<file path="config.mk">
export PLATFORM = sky130hd
export DESIGN_NAME = can_txbuf_status
export DESIGN_NICKNAME = d
export VERILOG_FILES = /design/src/rtl/can_txbuf_pkg.sv /design/src/rtl/txb_flag_slice.sv /design/src/rtl/txb_ie_reg.sv /design/src/rtl/txb_acc_gate.sv /design/src/rtl/can_txbuf_status.sv
export SDC_FILE = /design/constraint.sdc
export NUM_CORES = 1
export LEC_CHECK = 0
export ABC_CLOCK_PERIOD_IN_PS = 1200
export BUFFER_PORTS_ARGS = -buffer_cell sky130_fd_sc_hd__buf_2
export CAP_MARGIN = 20
export CORE_UTILIZATION = 40
export CTS_BUF_LIST = sky130_fd_sc_hd__clkbuf_8
export CTS_CLUSTER_SIZE = 8
export DETAILED_ROUTE_END_ITERATION = 7
export GPL_TIMING_DRIVEN = 0
export PLACE_DENSITY_LB_ADDON = 0.08
export SYNTH_ARGS = -nofsm -noshare
export SYNTH_HDL_FRONTEND = slang
export SYNTH_SLANG_ARGS = --single-unit
</file>
<file path="constraint.sdc">
create_clock -name clk_i -period 1.2 [get_ports clk_i]
set_clock_uncertainty 0.05 [all_clocks]
set_input_delay 0.12 -clock clk_i [delete_from_list [all_inputs] [get_ports clk_i]]
set_output_delay 0.12 -clock clk_i [all_outputs]
set_load 0.01 [all_outputs]
</file>
<file path="src/rtl/can_txbuf_pkg.sv">
package can_txbuf_pkg;
  localparam int unsigned NBUF = 3;
  localparam int unsigned DW   = 8;
  localparam int unsigned AW   = 2;

  typedef enum logic [AW-1:0] {
    ADR_EMPTY = 2'd0,
    ADR_IE    = 2'd1,
    ADR_ABRQ  = 2'd2,
    ADR_ABAK  = 2'd3
  } reg_adr_e;
endpackage

</file>
<file path="src/rtl/txb_flag_slice.sv">
module txb_flag_slice (
  input  logic clk_i,
  input  logic rst_ni,
  input  logic listen_i,
  input  logic clr_i,
  input  logic abrq_wr_i,
  input  logic sent_ok_i,
  input  logic abort_done_i,
  output logic empty_o,
  output logic abrq_o,
  output logic abak_o
);
  logic empty_q, abrq_q, abak_q;
  logic abort_ok, hw_set, cpu_clr;

  assign abort_ok = !empty_q && abrq_q && abort_done_i;
  assign hw_set   = !empty_q && (sent_ok_i || abort_ok);
  // hardware set beats CPU clear; listen mode blocks scheduling
  assign cpu_clr  = empty_q && clr_i && !listen_i && !hw_set;

  always_ff @(posedge clk_i or negedge rst_ni) begin
    if (!rst_ni) begin
      empty_q <= 1'b1;
      abrq_q  <= 1'b0;
      abak_q  <= 1'b0;
    end else begin
      if (hw_set)       empty_q <= 1'b1;
      else if (cpu_clr) empty_q <= 1'b0;

      if (hw_set || empty_q)  abrq_q <= 1'b0;
      else if (abrq_wr_i)     abrq_q <= 1'b1;

      if (cpu_clr)                      abak_q <= 1'b0;
      else if (abort_ok && !sent_ok_i)  abak_q <= 1'b1;
    end
  end

  assign empty_o = empty_q;
  assign abrq_o  = abrq_q;
  assign abak_o  = abak_q;

  AST_SET_DROPS_ABRQ: assert property (@(posedge clk_i) disable iff (!rst_ni)
    hw_set |=> (empty_q && !abrq_q)) else $error("set event left flag/abrq wrong");
  AST_FALL_NO_ACK: assert property (@(posedge clk_i) disable iff (!rst_ni)
    $fell(empty_q) |-> !abak_q) else $error("ack survived flag clear");
  AST_ABRQ_ON_SCHED: assert property (@(posedge clk_i) disable iff (!rst_ni)
    abrq_q |-> !empty_q) else $error("abort request on empty buffer");
  AST_LISTEN_HOLD: assert property (@(posedge clk_i) disable iff (!rst_ni)
    (listen_i && empty_q) |=> empty_q) else $error("flag cleared in listen mode");
endmodule

</file>
<file path="src/rtl/txb_ie_reg.sv">
module txb_ie_reg #(
  parameter int unsigned NBUF = 3
) (
  input  logic            clk_i,
  input  logic            rst_ni,
  input  logic            init_i,
  input  logic            wr_i,
  input  logic [NBUF-1:0] wdata_i,
  output logic [NBUF-1:0] ie_o
);
  logic [NBUF-1:0] ie_q;

  always_ff @(posedge clk_i or negedge rst_ni) begin
    if (!rst_ni)     ie_q <= '0;
    else if (init_i) ie_q <= '0;
    else if (wr_i)   ie_q <= wdata_i;
  end

  assign ie_o = ie_q;

  AST_INIT_IE_ZERO: assert property (@(posedge clk_i) disable iff (!rst_ni)
    init_i |=> (ie_q == '0)) else $error("enable not held in init");
endmodule

</file>
<file path="src/rtl/txb_acc_gate.sv">
module txb_acc_gate #(
  parameter int unsigned NBUF = 3,
  localparam int unsigned SW  = (NBUF > 1) ? $clog2(NBUF) : 1
) (
  input  logic            req_i,
  input  logic [SW-1:0]   sel_i,
  input  logic [NBUF-1:0] empty_i,
  output logic            ok_o
);
  logic sel_empty;

  always_comb begin
    sel_empty = 1'b0;
    for (int unsigned i = 0; i < NBUF; i++)
      if (sel_i == SW'(i)) sel_empty = empty_i[i];
  end

  assign ok_o = req_i && sel_empty;
endmodule

</file>
<file path="src/rtl/can_txbuf_status.sv">
module can_txbuf_status
  import can_txbuf_pkg::*;
#(
  parameter int unsigned N   = NBUF,
  localparam int unsigned SW = (N > 1) ? $clog2(N) : 1
) (
  input  logic          clk_i,
  input  logic          rst_ni,
  input  logic          init_i,
  input  logic          listen_i,
  input  logic          wr_en_i,
  input  logic [AW-1:0] wr_addr_i,
  input  logic [DW-1:0] wr_data_i,
  input  logic [AW-1:0] rd_addr_i,
  output logic [DW-1:0] rd_data_o,
  input  logic [N-1:0]  sent_ok_i,
  input  logic [N-1:0]  abort_done_i,
  output logic [N-1:0]  sched_o,
  output logic [N-1:0]  abrq_o,
  input  logic          acc_req_i,
  input  logic [SW-1:0] acc_sel_i,
  output logic          acc_ok_o,
  output logic          irq_o
);
  logic [N-1:0] empty, abrq, abak, ie;
  logic [N-1:0] clr_vec, abrq_wr_vec;
  logic         wr_ie;
  logic         unused_wr_hi;

  assign unused_wr_hi = ^wr_data_i[DW-1:N];

  assign clr_vec     = (wr_en_i && wr_addr_i == ADR_EMPTY) ? wr_data_i[N-1:0] : '0;
  assign abrq_wr_vec = (wr_en_i && wr_addr_i == ADR_ABRQ)  ? wr_data_i[N-1:0] : '0;
  assign wr_ie       = wr_en_i && (wr_addr_i == ADR_IE);

  for (genvar g = 0; g < N; g++) begin : g_buf
    txb_flag_slice u_slice (
      .clk_i        (clk_i),
      .rst_ni       (rst_ni),
      .listen_i     (listen_i),
      .clr_i        (clr_vec[g]),
      .abrq_wr_i    (abrq_wr_vec[g]),
      .sent_ok_i    (sent_ok_i[g]),
      .abort_done_i (abort_done_i[g]),
      .empty_o      (empty[g]),
      .abrq_o       (abrq[g]),
      .abak_o       (abak[g])
    );
  end

  txb_ie_reg #(.NBUF(N)) u_ie (
    .clk_i   (clk_i),
    .rst_ni  (rst_ni),
    .init_i  (init_i),
    .wr_i    (wr_ie),
    .wdata_i (wr_data_i[N-1:0]),
    .ie_o    (ie)
  );

  txb_acc_gate #(.NBUF(N)) u_gate (
    .req_i   (acc_req_i),
    .sel_i   (acc_sel_i),
    .empty_i (empty),
    .ok_o    (acc_ok_o)
  );

  always_comb begin
    rd_data_o = '0;
    unique case (rd_addr_i)
      ADR_EMPTY: rd_data_o[N-1:0] = empty;
      ADR_IE:    rd_data_o[N-1:0] = ie;
      ADR_ABRQ:  rd_data_o[N-1:0] = abrq;
      ADR_ABAK:  rd_data_o[N-1:0] = abak;
      default:   rd_data_o = '0;
    endcase
  end

  assign sched_o = ~empty;
  assign abrq_o  = abrq;
  assign irq_o   = |(empty & ie);

  AST_NO_GRANT_SCHED: assert property (@(posedge clk_i) disable iff (!rst_ni)
    acc_ok_o |-> !sched_o[acc_sel_i]) else $error("access granted to scheduled buffer");
  AST_IRQ_NEEDS_IE: assert property (@(posedge clk_i) disable iff (!rst_ni)
    init_i |=> !irq_o) else $error("irq while enables held in init");
endmodule

</file>
==> results.cfg <==
[critical_path]
r2r_setup_slack_ps = 30
crit_required_ps = 1030
worst-path-max-fanout = 3
cp_data_arrival_time_ps = 1260
crit_type = flip-flop to primary output
crit_path_start_kind = flip-flop
cp-end-kind = primary output

[synth]
ys_seq_elements = 12
postSynthAreaPerCell_um2 = 10.5
synth_cell_types = 26
ys_warn_count = 0
synthCells = 70
syn_area_um2 = 734
yosysSeqAreaShare_pct = 41.4

[job]
maxCapViolCount = 0

[detailed_routing]
wl_met1_um = 803
routed_wl_mm = 1.82
wl_met3_um = 128
dr_wl_met2_um = 891
first_pass_iters = 4
routedWlPerCell_um = 12.4
top_layer_used = met3
ant_nets = 0
drt-initial-drc-count = 14
vias = 706
drcViolationCount = 0
viasPerCell = 4.80

[cts]
clock-sinks = 12
clockBufferDepth = 2
cts_buffers = 3
cts_tree = built
clk_latency_ps = 240
cts_max_level = 1
clockRootBuffer = clkbuf_8
clkSlewWorstSetupHoldPaths_ps = 60

[status]
outcome = finished with violations
violations = setup timing

[grt]
antenna_found_initial = 0
track_usage_pct = 19.1
grt-ovfl-total = 0
first_global_vias = 637
grt_max_degree = 13
grt_pass1_wl_mm = 2.74

[finish]
layout_commonest_cell = buf_2
fin_nets = 149
drive_above_1_share_pct = 53.3
fill_cells = 148
syn_to_final_growth_pct = 56.0
antenna-diode-count = 0
mostFrequentLayoutCells = 26 x buf_2, 14 x buf_4, 10 x buf_6, 9 x dfrtp_1, 8 x nor2_1

[placed_design]
gp_congestion = 0.686
dp_hpwl_mm = 1.25
io_buffers = 31

[floorplanning]
dieArea_um2 = 2010
fp.coreArea_um2 = 1730
floorplan.rows = 15
ioPinCount = 42
die_h_um = 44.9
initial_core_util_pct = 42.5
die_w_um = 44.9

[sta]
rsz0062_at_grt = true
fin_crit_ps = 1430
clock.fmax_mhz = 698
setup_slack_ps = -233
finalHoldViolations = 0
holdWs_ps = 4.62
drv_slew = 0
finalCritPeriodShare_pct = 119
setup_violations = 8

[power]
p_seq_share_pct = 40.3
swShare_pct = 23.3
p_leak_nw = 0.630
power_density_nw_per_um2 = 916
power_switching_w = 0.000245
power_frac_clock_pct = 42.3
p_int_w = 0.000805
power_w = 0.00105
ir_worst_vdd_uv = 643
comb_power_share_pct = 17.3

[hold_path]
hp-class = input port to flip-flop
## state kept, by name, summed over array words and instances, names as in the netlist
name and cells:
g_buf.u_slice.abrq_o 3, u_ie.ie_o 3, g_buf.u_slice.empty_o 3, g_buf.u_slice.abak_o 3
## per-stage QoR
step	cell area, um^2	worst slack [ps]	std cells	util, %	setup TNS (ps)
2_1_floorplan	749	130	74	-	0
3_3_place_gp	936	-0.925	130	54.2	-0.925
3_5_place_dp	936	-6.12	130	54.2	-6.12
4_1_cts	1080	-234	143	62.8	-1260
5_1_grt	1150	-253	147	66.4	-1400
6_report	1150	-233	147	66.4	-1100
## cell type report
class	count	area, um^2	area share (%)
multi-input combinational	48	363	31.7
timing repair buffer	44	308	26.9
sequential	12	304	26.5
buffer	8	60.1	5.24
clock buffer	4	55.1	4.80
tap	25	31.3	2.73
inverter	6	25.0	2.18
## worst max-delay path, cell delays in order (launching register included)
cell	delay (ps)
dfrtp_1	390
mux4_2	490
buf_6	140
## power groups by stage
stage          clock network [W]  registers, W   logic, W
2_1_floorplan                  0      0.000429  0.0000726
3_3_place_gp                   0      0.000433   0.000147
3_5_place_dp                   0      0.000433   0.000149
4_1_cts                 0.000454      0.000423   0.000170
5_1_grt                 0.000476      0.000424   0.000198
6_report                0.000445      0.000424   0.000182
## cell usage after synthesis
library cell | n | area share [%]
and2_1 | 1 | 0.85
nand4b_1 | 1 | 1.2
mux2i_1 | 4 | 5.5
nand3_2 | 1 | 1.4
and3b_2 | 1 | 1.4
buf_4 | 8 | 8.2
nor3_1 | 2 | 1.4
nand3b_1 | 3 | 3.1
nor2_1 | 8 | 4.1
a21boi_1 | 2 | 2.0
o21ai_0 | 1 | 0.68
a32o_1 | 1 | 1.4
a32oi_1 | 1 | 1.2
a21oi_1 | 1 | 0.68
dfrtp_1 | 9 | 31
a222oi_1 | 1 | 1.4
mux4_2 | 3 | 9.2
a31oi_1 | 3 | 2.6
inv_1 | 6 | 3.1
and3_1 | 1 | 0.85
dfstp_2 | 3 | 11
nor4b_4 | 1 | 3.2
nand2_1 | 4 | 2.0
nor2b_1 | 2 | 1.7
conb_1 | 1 | 0.51
o22a_1 | 1 | 1.2
## logic make-up after synthesis
family	synth area share (%)
buf+inv	11.2
compound gates	11.1
simple gates	21.1
mux	14.7
flops	41.4
other cells	0.511
## per-layer routing
| layer | track usage [%] | vias to the layer above |
|---|---|---|
| met2 | 31.5 | 30 |
| met5 | 0 | - |
| li1 | - | 342 |
| met4 | 5.45 | 0 |
| met3 | 4.00 | 0 |
| met1 | 25.5 | 334 |
## timing repair
item                       4_1_cts  5_1_grt
cloned                           0        0
gates resized for setup          6        8
setup endpoints to repair        5       12
hold endpoints to repair        13        0
pin swaps                        0        1
buffers inserted                 7        5
hold buffers                     2        0
## path summary, 6_finish.rpt
check	startpoint	end	cells past startpoint
worst max-delay path	g_buf[0].u_slice.abak_o$_DFFE_PN0P_	rd_data_o[0]	2
worst min-delay path	init_i	u_ie.ie_o[1]$_DFFE_PN0P_	2
worst max register to register	g_buf[2].u_slice.empty_o$_DFFE_PN1P_	g_buf[2].u_slice.abak_o$_DFFE_PN0P_	3
worst min register to register	g_buf[1].u_slice.abak_o$_DFFE_PN0P_	g_buf[1].u_slice.abak_o$_DFFE_PN0P_	2
max in group asynchronous	rst_ni	g_buf[0].u_slice.empty_o$_DFFE_PN1P_	2
min in group asynchronous	rst_ni	g_buf[1].u_slice.abrq_o$_DFFE_PN0P_	2
(Power assumes the default switching activity.)
